$ cat src/rtl/capcmp_pkg.sv
package capcmp_pkg;

    typedef enum logic [1:0] {
        EDGE_OFF  = 2'b00,
        EDGE_RISE = 2'b01,
        EDGE_FALL = 2'b10,
        EDGE_ANY  = 2'b11
    } edge_sel_e;

    typedef enum logic [1:0] {
        ACT_NONE   = 2'b00,
        ACT_TOGGLE = 2'b01,
        ACT_LOW    = 2'b10,
        ACT_HIGH   = 2'b11
    } pin_act_e;

endpackage

$ cat src/rtl/capcmp_capture.sv
module capcmp_capture
    import capcmp_pkg::*;
#(
    parameter int unsigned CNT_W  = 16,
    parameter int unsigned SYNC_N = 2
) (
    input  logic             clk,
    input  logic             rst_n,
    input  logic             pin_i,
    input  edge_sel_e        mode_i,
    input  logic [CNT_W-1:0] cnt_i,
    output logic             hit_o,
    output logic [CNT_W-1:0] latch_o
);

    logic [SYNC_N-1:0] sync_q;
    logic              prev_q;
    logic              level;
    logic              rise;
    logic              fall;
    logic [CNT_W-1:0]  latch_q;

    assign level = sync_q[SYNC_N-1];

    always_ff @(posedge clk or negedge rst_n) begin
        if (!rst_n) begin
            sync_q <= '0;
            prev_q <= 1'b0;
        end else begin
            sync_q <= {sync_q[SYNC_N-2:0], pin_i};
            prev_q <= level;
        end
    end

    always_comb begin
        rise = level & ~prev_q;
        fall = ~level & prev_q;
        unique case (mode_i)
            EDGE_OFF:  hit_o = 1'b0;
            EDGE_RISE: hit_o = rise;
            EDGE_FALL: hit_o = fall;
            EDGE_ANY:  hit_o = rise | fall;
            default:   hit_o = 1'b0;
        endcase
    end

    always_ff @(posedge clk or negedge rst_n) begin
        if (!rst_n) begin
            latch_q <= '0;
        end else if (hit_o) begin
            latch_q <= cnt_i;
        end
    end

    assign latch_o = latch_q;

    AST_CAP_LATCH: assert property (@(posedge clk) disable iff (!rst_n)
        $past(hit_o) |-> latch_o == $past(cnt_i));

    AST_CAP_HOLD: assert property (@(posedge clk) disable iff (!rst_n)
        $past(!hit_o) |-> $stable(latch_o));

endmodule

$ cat src/rtl/capcmp_compare.sv
module capcmp_compare
    import capcmp_pkg::*;
#(
    parameter int unsigned CNT_W = 16
) (
    input  logic             clk,
    input  logic             rst_n,
    input  logic [CNT_W-1:0] cnt_i,
    input  logic             we_i,
    input  logic [CNT_W-1:0] wdata_i,
    input  pin_act_e         act_i,
    output logic [CNT_W-1:0] value_o,
    output logic             hit_o,
    output logic             pin_o,
    output logic             oe_o
);

    logic [CNT_W-1:0] value_q;
    logic             pin_q;

    always_ff @(posedge clk or negedge rst_n) begin
        if (!rst_n) begin
            value_q <= '0;
        end else if (we_i) begin
            value_q <= wdata_i;
        end
    end

    assign hit_o = (cnt_i == value_q);

    always_ff @(posedge clk or negedge rst_n) begin
        if (!rst_n) begin
            pin_q <= 1'b0;
        end else if (hit_o) begin
            unique case (act_i)
                ACT_NONE:   pin_q <= pin_q;
                ACT_TOGGLE: pin_q <= ~pin_q;
                ACT_LOW:    pin_q <= 1'b0;
                ACT_HIGH:   pin_q <= 1'b1;
                default:    pin_q <= pin_q;
            endcase
        end
    end

    assign value_o = value_q;
    assign pin_o   = pin_q;
    assign oe_o    = (act_i != ACT_NONE);

    AST_CMP_HIGH: assert property (@(posedge clk) disable iff (!rst_n)
        $past(hit_o && act_i == ACT_HIGH) |-> pin_o);

    AST_CMP_LOW: assert property (@(posedge clk) disable iff (!rst_n)
        $past(hit_o && act_i == ACT_LOW) |-> !pin_o);

    AST_CMP_IDLE_PIN: assert property (@(posedge clk) disable iff (!rst_n)
        $past(!hit_o) |-> $stable(pin_o));

endmodule

$ cat src/rtl/capcmp_rti.sv
module capcmp_rti #(
    parameter int unsigned BASE   = 13,
    parameter int unsigned RATE_W = 2
) (
    input  logic              clk,
    input  logic              rst_n,
    input  logic [RATE_W-1:0] rate_i,
    output logic              tick_o
);

    localparam int unsigned CHAIN_W = BASE + (1 << RATE_W) - 1;

    logic [CHAIN_W-1:0] chain_q;
    logic [CHAIN_W:0]   span;
    logic [CHAIN_W-1:0] mask;

    always_ff @(posedge clk or negedge rst_n) begin
        if (!rst_n) begin
            chain_q <= '0;
        end else begin
            chain_q <= chain_q + 1'b1;
        end
    end

    always_comb begin
        span   = (CHAIN_W + 1)'(1) << (BASE + 32'(rate_i));
        mask   = CHAIN_W'(span - 1'b1);
        tick_o = ((chain_q & mask) == mask);
    end

    AST_RTI_SINGLE: assert property (@(posedge clk) disable iff (!rst_n)
        tick_o |=> !tick_o);

endmodule

$ cat src/rtl/capcmp_timer.sv
module capcmp_timer
    import capcmp_pkg::*;
#(
    parameter int unsigned CNT_W    = 16,
    parameter int unsigned DATA_W   = 16,
    parameter int unsigned ADDR_W   = 4,
    parameter int unsigned N_CAP    = 3,
    parameter int unsigned N_CMP    = 5,
    parameter int unsigned RTI_BASE = 13
) (
    input  logic              clk,
    input  logic              rst_n,
    input  logic [ADDR_W-1:0] bus_addr,
    input  logic              bus_wr,
    input  logic [DATA_W-1:0] bus_wdata,
    output logic [DATA_W-1:0] bus_rdata,
    input  logic [N_CAP-1:0]  cap_pin,
    output logic [N_CMP-1:0]  cmp_pin,
    output logic [N_CMP-1:0]  cmp_oe,
    output logic              irq
);

    localparam int unsigned N_FLAG  = N_CMP + N_CAP + 2;
    localparam int unsigned FL_CAP0 = N_CMP;
    localparam int unsigned FL_OVF  = N_CMP + N_CAP;
    localparam int unsigned FL_RTI  = FL_OVF + 1;
    localparam int unsigned A_COUNT = 0;
    localparam int unsigned A_CAP0  = 1;
    localparam int unsigned A_CMP0  = A_CAP0 + N_CAP;
    localparam int unsigned A_EDGE  = A_CMP0 + N_CMP;
    localparam int unsigned A_ACT   = A_EDGE + 1;
    localparam int unsigned A_IEN   = A_ACT + 1;
    localparam int unsigned A_FLAG  = A_IEN + 1;
    localparam int unsigned A_RATE  = A_FLAG + 1;
    localparam int unsigned RATE_W  = 2;

    logic [CNT_W-1:0]  cnt_q;
    logic              run_q;
    edge_sel_e         edge_q   [N_CAP];
    pin_act_e          act_q    [N_CMP];
    logic [N_FLAG-1:0] ien_q;
    logic [N_FLAG-1:0] flag_q;
    logic [RATE_W-1:0] rate_q;

    logic [N_CAP-1:0]  cap_hit;
    logic [CNT_W-1:0]  cap_latch [N_CAP];
    logic [N_CMP-1:0]  cmp_hit;
    logic [N_CMP-1:0]  cmp_we;
    logic [CNT_W-1:0]  cmp_val   [N_CMP];
    logic              rti_tick;
    logic              cnt_wrap;
    logic              wr_edge, wr_act, wr_ien, wr_flag, wr_rate;
    logic [N_FLAG-1:0] flag_set;
    logic [N_FLAG-1:0] flag_clr;

    // Free-running counter (no write path)
    always_ff @(posedge clk or negedge rst_n) begin
        if (!rst_n) begin
            cnt_q <= '0;
            run_q <= 1'b0;
        end else begin
            cnt_q <= cnt_q + 1'b1;
            run_q <= 1'b1;
        end
    end

    assign cnt_wrap = &cnt_q;

    // Register write decode
    always_comb begin
        wr_edge = bus_wr && (bus_addr == ADDR_W'(A_EDGE));
        wr_act  = bus_wr && (bus_addr == ADDR_W'(A_ACT));
        wr_ien  = bus_wr && (bus_addr == ADDR_W'(A_IEN));
        wr_flag = bus_wr && (bus_addr == ADDR_W'(A_FLAG));
        wr_rate = bus_wr && (bus_addr == ADDR_W'(A_RATE));
        for (int i = 0; i < N_CMP; i++) begin
            cmp_we[i] = bus_wr && (bus_addr == ADDR_W'(A_CMP0 + i));
        end
    end

    always_ff @(posedge clk or negedge rst_n) begin
        if (!rst_n) begin
            for (int i = 0; i < N_CAP; i++) edge_q[i] <= EDGE_OFF;
            for (int i = 0; i < N_CMP; i++) act_q[i] <= ACT_NONE;
            ien_q  <= '0;
            rate_q <= '0;
        end else begin
            if (wr_edge) begin
                for (int i = 0; i < N_CAP; i++) edge_q[i] <= edge_sel_e'(bus_wdata[2*i +: 2]);
            end
            if (wr_act) begin
                for (int i = 0; i < N_CMP; i++) act_q[i] <= pin_act_e'(bus_wdata[2*i +: 2]);
            end
            if (wr_ien)  ien_q  <= bus_wdata[N_FLAG-1:0];
            if (wr_rate) rate_q <= bus_wdata[RATE_W-1:0];
        end
    end

    // Flags: event set wins over write-one clear
    always_comb begin
        flag_set = {rti_tick, cnt_wrap, cap_hit, cmp_hit};
        flag_clr = wr_flag ? bus_wdata[N_FLAG-1:0] : '0;
    end

    always_ff @(posedge clk or negedge rst_n) begin
        if (!rst_n) begin
            flag_q <= '0;
        end else begin
            flag_q <= (flag_q & ~flag_clr) | flag_set;
        end
    end

    assign irq = |(flag_q & ien_q);

    // Channels
    for (genvar gc = 0; gc < N_CAP; gc++) begin : g_cap
        capcmp_capture #(
            .CNT_W (CNT_W),
            .SYNC_N(2)
        ) u_cap (
            .clk    (clk),
            .rst_n  (rst_n),
            .pin_i  (cap_pin[gc]),
            .mode_i (edge_q[gc]),
            .cnt_i  (cnt_q),
            .hit_o  (cap_hit[gc]),
            .latch_o(cap_latch[gc])
        );
    end

    for (genvar gm = 0; gm < N_CMP; gm++) begin : g_cmp
        capcmp_compare #(
            .CNT_W(CNT_W)
        ) u_cmp (
            .clk    (clk),
            .rst_n  (rst_n),
            .cnt_i  (cnt_q),
            .we_i   (cmp_we[gm]),
            .wdata_i(bus_wdata[CNT_W-1:0]),
            .act_i  (act_q[gm]),
            .value_o(cmp_val[gm]),
            .hit_o  (cmp_hit[gm]),
            .pin_o  (cmp_pin[gm]),
            .oe_o   (cmp_oe[gm])
        );
    end

    capcmp_rti #(
        .BASE  (RTI_BASE),
        .RATE_W(RATE_W)
    ) u_rti (
        .clk   (clk),
        .rst_n (rst_n),
        .rate_i(rate_q),
        .tick_o(rti_tick)
    );

    // Read path
    always_comb begin
        bus_rdata = '0;
        if (bus_addr == ADDR_W'(A_COUNT)) bus_rdata = DATA_W'(cnt_q);
        for (int i = 0; i < N_CAP; i++) begin
            if (bus_addr == ADDR_W'(A_CAP0 + i)) bus_rdata = DATA_W'(cap_latch[i]);
        end
        for (int i = 0; i < N_CMP; i++) begin
            if (bus_addr == ADDR_W'(A_CMP0 + i)) bus_rdata = DATA_W'(cmp_val[i]);
        end
        if (bus_addr == ADDR_W'(A_EDGE)) begin
            for (int i = 0; i < N_CAP; i++) bus_rdata[2*i +: 2] = edge_q[i];
        end
        if (bus_addr == ADDR_W'(A_ACT)) begin
            for (int i = 0; i < N_CMP; i++) bus_rdata[2*i +: 2] = act_q[i];
        end
        if (bus_addr == ADDR_W'(A_IEN))  bus_rdata = DATA_W'(ien_q);
        if (bus_addr == ADDR_W'(A_FLAG)) bus_rdata = DATA_W'(flag_q);
        if (bus_addr == ADDR_W'(A_RATE)) bus_rdata = DATA_W'(rate_q);
    end

    AST_CNT_STEP: assert property (@(posedge clk) disable iff (!rst_n)
        run_q |-> cnt_q == CNT_W'($past(cnt_q) + 1'b1));

    AST_OVF_ON_WRAP: assert property (@(posedge clk) disable iff (!rst_n)
        (run_q && cnt_q == '0) |-> flag_q[FL_OVF]);

    AST_FLAG_W1C: assert property (@(posedge clk) disable iff (!rst_n)
        (run_q && $past(wr_flag && bus_wdata[FL_OVF] && !cnt_wrap)) |-> !flag_q[FL_OVF]);

    AST_RTI_FLAG: assert property (@(posedge clk) disable iff (!rst_n)
        $past(rti_tick) |-> flag_q[FL_RTI]);

    AST_CAP_FLAG: assert property (@(posedge clk) disable iff (!rst_n)
        $past(cap_hit[0]) |-> flag_q[FL_CAP0]);

endmodule

$ cat config.mk
export PLATFORM = sky130hd
export DESIGN_NAME = capcmp_timer
export DESIGN_NICKNAME = d
export VERILOG_FILES = /design/src/rtl/capcmp_pkg.sv /design/src/rtl/capcmp_capture.sv /design/src/rtl/capcmp_compare.sv /design/src/rtl/capcmp_rti.sv /design/src/rtl/capcmp_timer.sv
export SDC_FILE = /design/constraint.sdc
export NUM_CORES = 1
export LEC_CHECK = 0
export BUFFER_PORTS_ARGS = -buffer_cell sky130_fd_sc_hd__clkbuf_2
export CAP_MARGIN = 20
export CORE_MARGIN = 2
export CORE_UTILIZATION = 45
export CTS_BUF_LIST = sky130_fd_sc_hd__clkbuf_8
export CTS_CLUSTER_SIZE = 28
export DETAILED_ROUTE_END_ITERATION = 6
export GPL_TIMING_DRIVEN = 0
export PLACE_DENSITY = 0.65
export SLEW_MARGIN = 20
export SYNTH_ARGS = -nofsm -noshare
export SYNTH_HDL_FRONTEND = slang
export SYNTH_HIERARCHICAL = 1
export SYNTH_SLANG_ARGS = --single-unit
$ cat constraint.sdc
create_clock -name clk -period 3.1 [get_ports clk]
set_input_delay 0.155 -clock clk [delete_from_list [all_inputs] [get_ports clk]]
set_output_delay 0.155 -clock clk [all_outputs]
set_load 0.02 [all_outputs]
==> out/results.tsv, run 1 <==
metric	value	unit
Storage cell area	5310	um2
Hold-fix buffers, CTS	14	
most frequent cell after synthesis	dfrtp_1	
Max Slew Vio Count	0	
Synth top cells by count	dfrtp_1 (212), mux2_2 (105), xnor2_1 (98)	
die area	28700	um2
total track usage	27.1	%
placed cells	1514	
routed via count	9879	
post-synthesis cell count	1120	
Site Rows	60	
# setup viols final	0	
Fillers	2414	
power share of the clock group	31.3	%
sequential-to-total area share from yosys stat	43.1	%
CTS H-tree lvls	2	
Worst-path clk slew	0.06	ns
Distinct cells, synth	69	
internal power	5.72	mW
Worst setup SP type	flip-flop	
area grow syn2layout	13.4	%
# Post-CTS Setup Buffers	0	
Sink Count	212	
Avg WL per Cell	24.1	um
Adder-Cell Fraction of Synth Area	0.814	%
DRC	0	
area post-placement	13000	um2
die height	169	um
Setup WS pre-CTS	0.525	ns
fin crit period	2.92	ns
worst hold slack	0.0453	ns
Layout Utilization	51.9	%
largest family of logic cells by synthesized area	compound AO/OA/AOI/OAI gates	
largest net degree at the start of global routing	85	
Seq pwr share	44.4	%
CTS Buf Count	39	
Initial Util	45.7	%
diode count	0	
RSZ-0062 raised after global routing	no	
clk_lat worst skew	0.56	ns
CP required	2.94	ns
final hold violation count	0	
Synth Register Bits	212	
Worst Setup End Kind	output pin	
CP peak stage delay	0.95	ns
crit path cell chain	mux2i_1 > nor3_1 > a221oi_1 > o221a_1 > a221oi_2 > clkbuf_2	
Synth Area in XOR/XNOR	7.69	%
clk buf depth	3	
Least-Margin Pin Slew	0.927	ns
maximum vdd drop	0.405	mV
CP delay by family, top	flip-flops	
Crit Path Max Fanout	18	
PnR worst setup slack	0.180	ns
Via density	6.19	
buffers and inverters on the worst path	1	
initial antenna violation count	0	
Critical-path top delay cell	dfrtp_1	
Synth Area in Simple Gates	11.9	%
Initial DRC Count	1225	
post-cts repair resize count	0	
Pre-antenna DRT Iters	5	
IO Pins	53	
largest area contributor in the synthesized netlist	dfrtp_1	
Yosys warnings	6	
CTS tree	yes	
Comb power frac	24.3	%
dpl hpwl	27.7	mm
nets@finish	1262	
relative slew slack	38.2	%
I/O Buffers	51	
netlist area before placement	12300	um2
fin area	13900	um2
Synthesized Nets	1154	
Synth area leaders	dfrtp_1 (43%), mux2_2 (9.6%), xnor2_1 (7.0%)	
kind of critical path	reg2out	
critical path arrival	2.76	ns
Net Sw Frac	32.7	%
Congestion Overflow GR	0	
post-synth top area share	43.1	%
asr flop ratio synth	100	%
Leakage	5.83	nW
Sw Pwr	2.78	mW
Post-DRT Antenna Nets	0	
Die X	169	um
Non-Filler Instances	1595	
CORE AREA	26900	um2
Pwr Density	609	nW/um2
Synth Flop Type	dfrtp_1	
max cap viols	0	
footprint of the multi-input gates	6460	um2
total chip power	8.50	mW
Synth Area in Compound Gates	18.0	%
Final Cycle Share	94.2	%
setup_tns	0	ns
global-route wire length before repair	58.7	mm
Layout Skew	0.0463	ns
Avg Cell Area, Syn	11.0	um2
gpl congestion	1.01	
Detailed Route WL	38.4	mm
Hold WC Path Type	in2reg	
fmax	343	MHz
vias in the first global route	9591	
layout cells sized above 1	27.9	%
Post-synth EDFFs	0	
run status	complete, no violations	
mux cell area share after synthesis	14.2	%
clock root buffer	clkbuf_8	
final cells by class:
cell class              instances  area share (%)
multi-input cells             810            46.3
repair buffers                 67            3.29
plain buffers                  76            3.20
well taps                     341            3.06
flip-flops and latches        212            38.0
clock inverters                23            1.13
inverters                      22           0.592
clock buffers                  44            4.34
state kept, by name, indices dropped and copies added (netlist names):
name and flops:
g_cmp.u_cmp/value_o 80, g_cap.u_cap/latch_o 48, cnt_q 16, u_rti/chain_q 16, act_q 10, flag_q 10, ien_q 10, edge_q 6
g_cap.u_cap/sync_q 6, g_cmp.u_cmp/pin_o 5, g_cap.u_cap/prev_q 3, rate_q 2
path summary, 6_finish.rpt:
path,startpoint,end,slack [ns],cells past startpoint
max,cnt_q[0],bus_rdata[0],0.18,6
min,bus_wdata[2],flag_q[2],0.05,3
max reg2reg,cnt_q[6],g_cmp[2].u_cmp/pin_o,0.52,5
min reg2reg,g_cap[0].u_cap/sync_q[0],g_cap[0].u_cap/sync_q[1],0.35,0
max in group asynchronous,rst_n,g_cmp[2].u_cmp/pin_o,2.06,3
min in group asynchronous,rst_n,g_cap[2].u_cap/latch_o[15],0.19,2
power groups by stage:
| stage | Sequential [mW] | Combinational (mW) | Clock (mW) |
|---|---|---|---|
| 2_1_floorplan | 3.58 | 1.52 | 0 |
| 3_3_place_gp | 3.78 | 1.97 | 0 |
| 3_5_place_dp | 3.80 | 2.02 | 0 |
| 4_1_cts | 3.75 | 2.04 | 2.71 |
| 5_1_grt | 3.83 | 2.21 | 2.83 |
| 6_report | 3.77 | 2.06 | 2.66 |
routing by layer:
metal  global-route usage [%]  wire, um  vias to the layer above
met5                        0         0                        -
met2                     42.4     17400                      454
met1                     37.3     16400                     4949
met4                     10.9      1570                        0
met3                     5.25      3070                       97
li1                         -         -                     4379
worst min-delay path, cell delays in order:
cell	delay, ns
clkbuf_2	0.20
nand2_1	0.10
a21o_1	0.10
placed cells by master, fill, tap and decap left out, types with 5 or more instances in the layout:
| cell type | count |
|---|---|
| a221o_1 | 51 |
| nor3_1 | 6 |
| mux2i_1 | 29 |
| nand2_1 | 51 |
| ha_1 | 8 |
| xor2_1 | 10 |
| a21oi_1 | 74 |
| a21bo_2 | 48 |
| mux2_2 | 105 |
| nor4_2 | 5 |
| mux2_1 | 6 |
| clkbuf_8 | 45 |
| nand2b_1 | 7 |
| buf_4 | 9 |
| a31oi_1 | 7 |
| o22ai_1 | 13 |
| clkbuf_1 | 29 |
| or2_2 | 5 |
| nor3b_2 | 5 |
| nand4_1 | 26 |
| dlygate4sd3_1 | 14 |
| a21o_1 | 15 |
| clkbuf_2 | 50 |
| o221ai_1 | 7 |
| a22oi_1 | 13 |
| xnor2_1 | 98 |
| buf_6 | 13 |
| inv_1 | 35 |
| dfrtp_1 | 212 |
| o21ai_1 | 11 |
| nor2_1 | 33 |
| a211oi_1 | 6 |
| o211ai_1 | 5 |
| nor2b_1 | 13 |
| buf_2 | 24 |
| nand3_1 | 71 |
| o21ai_0 | 15 |
| mux4_2 | 9 |
cell families (layout without fill, tap and decap cells):
kind of cell / after synthesis / in the layout
buf+inv: 98 / 232
flops: 212 / 212
xor+xnor: 108 / 108
simple gates: 253 / 253
fa+ha+maj: 8 / 8
compound gates: 292 / 292
mux: 149 / 149
Power figures use the tool's default switching activity.
==> run 2: changes to the inputs <==
- BUFFER_PORTS_ARGS: -buffer_cell sky130_fd_sc_hd__clkbuf_2 -> -buffer_cell sky130_fd_sc_hd__buf_2
- MAX_ROUTING_LAYER: default -> met4
- clock period: 3.1 -> 2.9 ns (I/O delays scaled with it)
==> out/results.tsv, run 2 (synthesis gave the netlist of run 1 again) <==
metric	value	unit
hold endpoint	flag_q[4]	
Layout Skew	0.0351	ns
most frequent cells in the layout	dfrtp_1 (211), mux2_2 (105), xnor2_1 (98)	
kind of critical path	reg2out	
Worst-path clk slew	0.06	ns
die height	169	um
Detailed Route WL	39.1	mm
global-route wire length before repair	59.6	mm
Reg2Reg Depth	5	
CTS H-tree lvls	2	
Seq pwr share	44.6	%
max cap viols	0	
Initial DRC Count	1089	
total chip power	9.07	mW
WHS Path Cells	3	
Worst setup SP type	flip-flop	
Pre-antenna DRT Iters	5	
Non-Filler Instances	1597	
CTS tree	yes	
Final Cycle Share	95.0	%
CTS Buf Count	38	
Congestion Overflow GR	0	
vias in the first global route	9458	
Pwr Density	650	nW/um2
r2r startpoint	cnt_q[6]	
nets@finish	1263	
clk buf depth	3	
internal power	6.09	mW
Reg2Reg Setup Slack	0.32	ns
PnR worst setup slack	0.146	ns
Max Slew Vio Count	0	
commonest non-fill, non-tap cell in the layout	dfrtp_1	
dpl hpwl	28.2	mm
Post-DRT Antenna Nets	0	
I/O Buffers	51	
# setup viols final	0	
setup_tns	0	ns
DRC	0	
fin crit period	2.75	ns
total track usage	28.3	%
max reg flops	80	
Fillers	2463	
die area	28700	um2
# Post-CTS Setup Buffers	0	
Crit Path Max Fanout	17	
HP Start	bus_wdata[4]	
Comb power frac	24.3	%
IO Pins	53	
Least-Margin Pin Slew	0.904	ns
Sink Count	212	
fmax	363	MHz
routed via count	9958	
Layout Utilization	51.9	%
maximum vdd drop	0.444	mV
layout cells sized above 1	28.0	%
Net Sw Frac	32.8	%
final hold violation count	0	
Setup WS pre-CTS	0.335	ns
clk_lat worst skew	0.55	ns
Leakage	5.83	nW
Avg WL per Cell	24.5	um
placed cells	1514	
Initial Util	45.7	%
diode count	0	
power share of the clock group	31.1	%
initial antenna violation count	0	
Sw Pwr	2.97	mW
area grow syn2layout	13.5	%
clock root buffer	clkbuf_8	
Die X	169	um
run status	complete, no violations	
largest net degree at the start of global routing	97	
Site Rows	60	
RSZ-0062 raised after global routing	no	
Worst Setup End Kind	output pin	
CORE AREA	26900	um2
critical path arrival	2.61	ns
CP required	2.76	ns
Via density	6.24	
r2r endpoint	g_cmp[2].u_cmp/pin_o	
Hold WC Path Type	in2reg	
relative slew slack	39.7	%
gpl congestion	1.01	
[run 2: cell count changes in the layout (fill, tap and decap cells not counted), sizes merged]
cell,change
dlygate4sd3,+2
clkbuf,-48
bufinv,-1
inv,-2
buf,+51
[run 2: cell type report]
cell class | count | area [um2] | area share, %
clock inverter | 20 | 109 | 0.780
sequential | 212 | 5310 | 38.0
multi-input combinational | 810 | 6460 | 46.3
tap | 341 | 427 | 3.06
buffer | 76 | 447 | 3.20
clock buffer | 47 | 647 | 4.63
inverter | 22 | 82.6 | 0.592
timing repair buffer | 69 | 480 | 3.44
[run 2: stage by stage]
step	cell area, um2	hold slack [ns]
2_1_floorplan	12300	-0.151
3_3_place_gp	13000	0.256
3_5_place_dp	13000	0.0296
4_1_cts	14000	0.0115
5_1_grt	14000	0.0407
6_report	14000	0.0290
[run 2: repair_timing]
item | CTS | global route
setup endpoints to repair | 0 | 1
hold endpoints to repair | 163 | 0
gates resized for setup | 0 | 1
hold buffers | 16 | 0
[run 2: per-layer routing]
metal	track usage (%)	wire length [um]	share of wire (%)	up-vias
met5	-	0	0	-
met1	38.6	16900	43	5063
met4	10.7	1520	3.9	0
met3	4.27	2710	6.9	102
met2	43.0	18000	46	415
li1	-	-	-	4378
[run 2: worst max path at each step]
stage                      startpoint                   endpoint  slack [ns]  depth (start not counted)
after global routing         cnt_q[5]               bus_rdata[5]        0.06                          6
after CTS                    cnt_q[0]               bus_rdata[0]        0.05                          6
after floorplan              cnt_q[0]               bus_rdata[0]        1.12                          5
after global placement          rst_n           u_rti/chain_q[1]       -2.08                          1
final                        cnt_q[1]               bus_rdata[1]        0.15                          6
after detailed placement  bus_addr[2]  g_cmp[3].u_cmp/value_o[4]        0.34                          9
[run 2: critical path, stage by stage, from the launching register on]
cell	delay [ns]
dfrtp_1	0.93
mux2i_1	0.15
nor3_1	0.23
a21oi_1	0.08
a22o_1	0.24
a31oi_1	0.24
buf_2	0.21
[run 2: power groups by stage]
stage                     Sequential, mW  Combinational, mW  Clock, mW
after floorplan                     3.83               1.62          0
after global placement              4.04               2.11          0
after detailed placement            4.07               2.16          0
after CTS                           4.02               2.18       2.89
after global routing                4.10               2.36       3.00
final                               4.04               2.20       2.82
==> run 3: changes to the inputs <==
- CORE_UTILIZATION: 45 -> 30
- PLACE_DENSITY: 0.65 -> 0.49
==> out/results.tsv, run 3 (synthesis gave the netlist of run 1 again) <==
metric	value	unit
Least-Margin Pin Slew	0.838	ns
Via density	5.50	
Die X	206	um
most frequent cells in the layout	dfrtp_1 (209), mux2_2 (105), xnor2_1 (98)	
# Post-CTS Setup Buffers	0	
Post-DRT Antenna Nets	0	
Detailed Route WL	42.6	mm
total track usage	20.7	%
vias in the first global route	9683	
Crit Path Max Fanout	15	
Pre-antenna DRT Iters	5	
clk_lat worst skew	0.62	ns
routed via count	9878	
dpl hpwl	30.4	mm
Worst-path clk slew	0.06	ns
final hold violation count	0	
CTS H-tree lvls	2	
relative slew slack	44.2	%
Max Slew Vio Count	0	
Pwr Density	663	nW/um2
Final Cycle Share	97.4	%
area grow syn2layout	16.7	%
global-route wire length before repair	63.7	mm
gpl congestion	0.940	
fmax	354	MHz
area post-placement	13300	um2
initial antenna violation count	0	
Congestion Overflow GR	0	
Site Rows	74	
RSZ-0062 raised after global routing	no	
Sink Count	212	
Hold WC Path Type	in2async	
placed cells	1705	
die height	206	um
largest net degree at the start of global routing	92	
fin area	14300	um2
clk buf depth	3	
Worst Setup End Kind	output pin	
kind of critical path	reg2out	
Non-Filler Instances	1795	
max reg flops	80	
run status	complete, no violations	
Layout Skew	0.0489	ns
I/O Buffers	51	
Reg2Reg Setup Slack	0.19	ns
GRT Max-Usage Layer	met2	
Avg WL per Cell	23.7	um
DRC	0	
# setup viols final	0	
Leakage	5.87	nW
GR Util met1	27.7	%
critical path arrival	2.68	ns
r2r endpoint	g_cmp[1].u_cmp/pin_o	
commonest non-fill, non-tap cell in the layout	dfrtp_1	
Worst setup SP type	flip-flop	
Initial Util	30.2	%
footprint of the multi-input gates	6460	um2
maximum vdd drop	0.561	mV
nets@finish	1270	
Initial DRC Count	903	
met3 global-route usage	3.17	%
diode count	0	
clock root buffer	clkbuf_8	
CP required	2.76	ns
r2r startpoint	cnt_q[6]	
layout cells sized above 1	28.8	%
Reg2Reg Depth	5	
Storage cell area	5310	um2
die area	42600	um2
CORE AREA	40600	um2
CTS Buf Count	41	
Fillers	4037	
max cap viols	0	
fin crit period	2.82	ns
CTS tree	yes	
IO Pins	53	
M2 GR Usage	32.1	%
## run 3: layout make-up
type | count | area share [%]
Multi-Input combinational cell | 810 | 45.0
Sequential cell | 212 | 37.0
Clock buffer | 49 | 4.70
Tap cell | 532 | 4.64
Timing Repair Buffer | 73 | 3.63
Buffer | 76 | 3.11
Clock inverter | 21 | 1.30
Inverter | 22 | 0.576
## run 3: critical path, cell delays in order (launching register included)
cell and delay (ns):
dfrtp_1 0.69, mux2i_1 0.31, nor2_1 0.07, a2111oi_1 0.61, o21ai_1 0.20, buf_2 0.20
## run 3: through the flow
step | total power, mW | hold slack, ns | setup slack (ns) | utilization, % | TNS [ns]
detailed placement | 6.27 | 0.0762 | 0.156 | 32.7 | 0
finish | 9.52 | 0.0489 | 0.0764 | 35.3 | 0
global placement | 6.24 | 0.254 | -2.26 | 32.5 | -473.26
CTS | 9.58 | 0.0366 | 0.0426 | 35.3 | 0
global route | 9.95 | 0.0804 | 0.0265 | 35.3 | 0
floorplan | 5.45 | -0.151 | 1.12 | - | 0
## run 3: worst max-delay path by stage
stage / slack (ns) / from / to
finish: 0.08 / cnt_q[13] / bus_rdata[13]
global placement: -2.26 / rst_n / u_rti/chain_q[8]
CTS: 0.04 / cnt_q[13] / bus_rdata[13]
floorplan: 1.12 / cnt_q[0] / bus_rdata[0]
global route: 0.03 / cnt_q[13] / bus_rdata[13]
detailed placement: 0.16 / bus_addr[2] / g_cmp[3].u_cmp/value_o[1]
## run 3: timing repair
| item | in CTS | in global routing |
|---|---|---|
| hold buffers | 20 | 0 |
| gates resized for setup | 2 | 2 |
| endpoints found under the setup margin | 2 | 2 |
| hold endpoints to repair | 315 | 0 |
## run 3: power breakdown
group	internal [mW]	total (mW)	switching, mW
Clock	1.81	3.24	1.43
Sequential	3.46	4.04	0.579
Combinational	1.09	2.24	1.15
Total	6.36	9.52	3.16
## run 3: routing by layer
metal | vias to the layer above | wire length [um]
li1 | 4399 | -
met1 | 5059 | 19200
met2 | 347 | 19800
met3 | 73 | 2420
met4 | 0 | 1180
met5 | - | 0
